<file path="config.mk">
export PLATFORM = sky130hd
export DESIGN_NAME = sc_wait_watchdog
export DESIGN_NICKNAME = d
export VERILOG_FILES = /design/src/rtl/sc_wait_pkg.sv /design/src/rtl/sc_wait_counter.sv /design/src/rtl/sc_wait_seq.sv /design/src/rtl/sc_wait_watchdog.sv
export SDC_FILE = /design/constraint.sdc
export NUM_CORES = 1
export LEC_CHECK = 0
export CORE_ASPECT_RATIO = 1.5
export CORE_UTILIZATION = 35
export CTS_CLUSTER_SIZE = 30
export DETAILED_ROUTE_END_ITERATION = 7
export GPL_ROUTABILITY_DRIVEN = 0
export PLACE_DENSITY = 0.61
export SLEW_MARGIN = 0
export SYNTH_ARGS = -nofsm -noshare
export SYNTH_HDL_FRONTEND = slang
export SYNTH_SLANG_ARGS = --single-unit
</file>
<file path="constraint.sdc">
create_clock -name clk -period 4 [get_ports clk]
set_clock_uncertainty 0.1 [all_clocks]
set_input_delay 0.8 -clock clk [delete_from_list [all_inputs] [get_ports clk]]
set_output_delay 0.8 -clock clk [all_outputs]
set_load 0.01 [all_outputs]
</file>
<file path="src/rtl/sc_wait_pkg.sv">
package sc_wait_pkg;
   typedef enum logic [1:0] {
      PH_IDLE = 2'd0,
      PH_BLK  = 2'd1,
      PH_CHR  = 2'd2
   } wait_phase_t;
endpackage

</file>
<file path="src/rtl/sc_wait_counter.sv">
module sc_wait_counter #(
   parameter int CNT_W = 16
) (
   input  logic             clk,
   input  logic             rst_n,
   input  logic             clear,
   input  logic             step,
   input  logic [CNT_W-1:0] limit,
   output logic             hit
);
   localparam int SUM_W = CNT_W + 1;

   generate
      if (CNT_W < 2) begin : g_bad_width
         $error("sc_wait_counter: CNT_W must be at least 2");
      end
   endgenerate

   logic [CNT_W-1:0] count_q;
   logic [SUM_W-1:0] next_val;
   logic [SUM_W-1:0] eff_limit;

   assign next_val  = {1'b0, count_q} + SUM_W'(1);
   assign eff_limit = (limit == '0) ? SUM_W'(1) : {1'b0, limit};
   assign hit       = step && (next_val >= eff_limit);

   always_ff @(posedge clk or negedge rst_n) begin
      if (!rst_n) begin
         count_q <= '0;
      end else if (clear) begin
         count_q <= '0;
      end else if (step) begin
         count_q <= next_val[CNT_W-1:0];
      end
   end
endmodule

</file>
<file path="src/rtl/sc_wait_seq.sv">
module sc_wait_seq
   import sc_wait_pkg::*;
(
   input  logic        clk,
   input  logic        rst_n,
   input  logic        etu_tick,
   input  logic        blk_start,
   input  logic        start_bit,
   input  logic        tx_busy,
   input  logic        blk_en,
   input  logic        chr_en,
   input  logic        blk_hit,
   input  logic        chr_hit,
   output logic        blk_clear,
   output logic        blk_step,
   output logic        chr_clear,
   output logic        chr_step
);
   wait_phase_t phase_q, phase_d;
   logic        tick_ok;
   logic        leave_blk;

   assign tick_ok   = etu_tick && !tx_busy && !blk_start && !start_bit;
   assign leave_blk = (phase_q == PH_BLK) && (!blk_en || start_bit) && !blk_start;

   assign blk_clear = blk_start;
   assign blk_step  = (phase_q == PH_BLK) && blk_en && tick_ok;
   assign chr_clear = blk_start || leave_blk || ((phase_q == PH_CHR) && start_bit);
   assign chr_step  = (phase_q == PH_CHR) && chr_en && tick_ok;

   always_comb begin
      phase_d = phase_q;
      if (blk_start) begin
         phase_d = blk_en ? PH_BLK : PH_CHR;
      end else if (leave_blk) begin
         phase_d = PH_CHR;
      end else if (blk_hit || chr_hit) begin
         phase_d = PH_IDLE;
      end
   end

   always_ff @(posedge clk or negedge rst_n) begin
      if (!rst_n) begin
         phase_q <= PH_IDLE;
      end else begin
         phase_q <= phase_d;
      end
   end
endmodule

</file>
<file path="src/rtl/sc_wait_watchdog.sv">
module sc_wait_watchdog #(
   parameter int CNT_W = 16
) (
   input  logic             clk,
   input  logic             rst_n,
   input  logic             etu_tick,
   input  logic             blk_start,
   input  logic             start_bit,
   input  logic             tx_busy,
   input  logic             blk_en,
   input  logic             chr_en,
   input  logic [CNT_W-1:0] blk_limit,
   input  logic [CNT_W-1:0] chr_limit,
   output logic             blk_timeout,
   output logic             chr_timeout
);
   logic blk_clear, blk_step, blk_hit;
   logic chr_clear, chr_step, chr_hit;

   sc_wait_seq u_seq (
      .clk       (clk),
      .rst_n     (rst_n),
      .etu_tick  (etu_tick),
      .blk_start (blk_start),
      .start_bit (start_bit),
      .tx_busy   (tx_busy),
      .blk_en    (blk_en),
      .chr_en    (chr_en),
      .blk_hit   (blk_hit),
      .chr_hit   (chr_hit),
      .blk_clear (blk_clear),
      .blk_step  (blk_step),
      .chr_clear (chr_clear),
      .chr_step  (chr_step)
   );

   sc_wait_counter #(.CNT_W(CNT_W)) u_blk_cnt (
      .clk   (clk),
      .rst_n (rst_n),
      .clear (blk_clear),
      .step  (blk_step),
      .limit (blk_limit),
      .hit   (blk_hit)
   );

   sc_wait_counter #(.CNT_W(CNT_W)) u_chr_cnt (
      .clk   (clk),
      .rst_n (rst_n),
      .clear (chr_clear),
      .step  (chr_step),
      .limit (chr_limit),
      .hit   (chr_hit)
   );

   always_ff @(posedge clk or negedge rst_n) begin
      if (!rst_n) begin
         blk_timeout <= 1'b0;
         chr_timeout <= 1'b0;
      end else begin
         blk_timeout <= blk_hit;
         chr_timeout <= chr_hit;
      end
   end
endmodule

</file>
==> out/metrics.cfg <==
[status]
status = finished, final reports clean

[route]
drt_wl_total_um = 7214
vias_per_cell = 5.304
vias = 2668
wl_per_cell_um = 14.34
antenna_left = 0
drtIter0Drc = 138
dr.pass1.iters = 4
drcViolationCount = 0

[setup_path]
reg2reg_setup_slack_ps = 810
cp_max_fo = 6
crit_arrival_ps = 3320
cp-end-kind = register
regToRegStartpoint = u_chr_cnt.count_q[0]
cp_slowest_stage_delay_ps = 430
cp_data_required_time_ps = 4120
cp-start-kind = register
ff2ff_path_depth = 12
crit_chain = ha_1, and4_4, nand4_2, nor2_1, xor2_1, ha_1, a211oi_1, nor2_1, a311oi_1, o21ai_0, a41oi_1, o221a_2
path_delay_family = compound AO/OA/AOI/OAI gates
path_buf_inv = 0
critPathKind = register to register
regToRegEndpoint = u_seq.phase_q[1]
crit_slowest_cell = dfrtp_1

[synthesis]
synth_area_per_cell_um2 = 8.533
synth_common_cells = dfrtp_1 (36), inv_1 (36), o21ai_0 (36), ha_1 (34), nor2_1 (29)
synth-seq-cells = 36
synth_area_leaders = dfrtp_1 (30%), ha_1 (14%), o21ai_0 (5.9%)
ys_types = 45
syn_area_um2 = 3029
synth_ff_type = dfrtp_1
synthCells = 355
synth.top_cell.area_share_pct = 29.74
async_reset_ff_share_pct = 100.0
yosysSeqAreaShare_pct = 29.74
synthesis.nets = 429
ys_warn_count = 0
synth_edf_count = 0
synth_top_area_cell = dfrtp_1

[cells_and_area]
layout-drive-gt1-share_pct = 7.576
nets = 469
antenna_cells = 0
final_util_pct = 43.80
area_growth_pct = 21.64

[die]
core_um2 = 8413
die_w_um = 77.96
row_count = 41
io_pins = 42
start_util_pct = 36.01
dieArea_um2 = 9039
die_h_um = 115.9

[cts]
cts_hold_buf = 0
tritoncts = done
cts_root_buf = clkbuf_16
clk_pin_slew_ps = 60
clk_latency_ps = 280
cts_num_sinks = 36
cts_setup_buffers = 0
cts_htree_levels = 2
cts-buffers-inserted = 5
cts_resized = 0
cts_max_path_buffers = 2

[placement]
dpl.hpwl_um = 5739
io_buffers = 41
dp_slack_ps = 791.5

[timing]
max_slew.worst_pin.slew_ps = 838.7
rsz0062_at_grt = no
fin_hold_ws_ps = 379.5
setup_violations = 0
tns_ps = 0
period_share_pct = 79.84
period_minus_slack_ps = 3193
drv_slew = 0
slew_headroom_pct = 44.09
fmax_ghz = 0.3131
hold_viol = 0
fin_ws_ps = 806.6

[global_routing]
grt_overflow = 0
grt_max_degree = 37
grt_pass1_vias = 2677
antenna_found_initial = 0
grt_pass1_wl_um = 12210
grtUsageTotal_pct = 17.32

[power_and_ir_drop]
seqPwrFrac_pct = 42.4
power_density_nw_per_um2 = 236.5
vdd_drop_max_mv = 0.1349
switching_share_pct = 23.65
p_switching_mw = 0.2061
combPwrFrac_pct = 11.9
p_int_mw = 0.6652
leakagePower_nw = 1.822
p_clk_share_pct = 45.7

[worst_hold_path]
hold_start = u_blk_cnt.count_q[8]
whs_path_depth = 1
worst_hold_path.endpoint = u_blk_cnt.count_q[8]
min_path_type = register to register

[run]
timing.max_cap.violations = 0

## power groups by stage
stage | Combinational [mW] | Sequential (mW) | Clock, mW
4_1_cts | 0.106 | 0.369 | 0.410
3_3_place_gp | 0.103 | 0.376 | 0
5_1_grt | 0.116 | 0.370 | 0.426
2_1_floorplan | 0.0424 | 0.375 | 0
3_5_place_dp | 0.105 | 0.376 | 0
6_report | 0.104 | 0.370 | 0.398
## state kept, by name, indices dropped and copies added (netlist names)
name and count:
u_blk_cnt.count_q 16, u_chr_cnt.count_q 16, u_seq.phase_q 2, blk_timeout 1, chr_timeout 1
## logic make-up after synthesis
family / count (synthesis) / share of synthesized area [%]
AND/OR/NAND/NOR: 120 / 21.85
AO/OA/AOI/OAI: 83 / 16.89
buffers and inverters: 47 / 6.278
flip-flops: 36 / 29.74
adder cells (fa/ha/maj): 34 / 14.04
XOR/XNOR: 28 / 8.591
multiplexers: 7 / 2.602
## layout make-up
type | instances | area (um2)
timing repair buffer | 44 | 427.9
sequential | 36 | 900.9
tap | 107 | 133.9
multi-input combinational | 272 | 1938
fill | 871 | 4728
clock buffer | 6 | 138.9
inverter | 36 | 135.1
clock inverter | 2 | 10.01
## layout by cell type, fill, tap and decap left out, types with 2 or more instances in the layout
cell             count
nor2_1              29
inv_1               36
o31ai_1             11
nor3_1               5
xnor2_2              2
nor2b_1             10
mux2_2               6
nand4_1             10
and2_1               2
nand2_1             25
buf_4                3
a22o_1               3
o41ai_1              3
a211oi_1             4
o21ai_0             36
clkdlybuf4s50_1     40
a21oi_1             13
xor2_1              10
clkbuf_16            5
a41o_1               2
clkinv_2             2
ha_1                34
dfrtp_1             36
nor4_1               6
a21o_1               2
a31oi_1              4
nand3_1             14
and3_1               8
xnor2_1             16
## metrics by stage
| step | cells | power, mW | cell area [um2] |
|---|---|---|---|
| detailed placement | 495 | 0.4812 | 3536 |
| finish | 503 | 0.8713 | 3685 |
| global placement | 495 | 0.4790 | 3536 |
| floorplan | 355 | 0.4176 | 3029 |
| CTS | 503 | 0.8853 | 3685 |
| global route | 503 | 0.9117 | 3685 |
## how the worst max path moves through the flow
stage | startpoint | end | cells past startpoint
after floorplan | u_chr_cnt.count_q[0] | u_seq.phase_q[1] | 12
after global placement | chr_limit[1] | u_seq.phase_q[1] | 9
after detailed placement | u_chr_cnt.count_q[0] | u_seq.phase_q[1] | 12
after CTS | u_chr_cnt.count_q[0] | u_seq.phase_q[1] | 12
after global routing | u_chr_cnt.count_q[0] | u_seq.phase_q[1] | 12
final | u_chr_cnt.count_q[0] | u_seq.phase_q[1] | 12
## routing by layer
layer	track usage [%]	up-vias	share of wire (%)
li1	-	1350	-
met1	18.94	1245	42
met2	33.04	63	52
met3	2.992	10	4.1
met4	6.667	0	1.6
met5	0	-	0
Power figures use the tool's default switching activity.
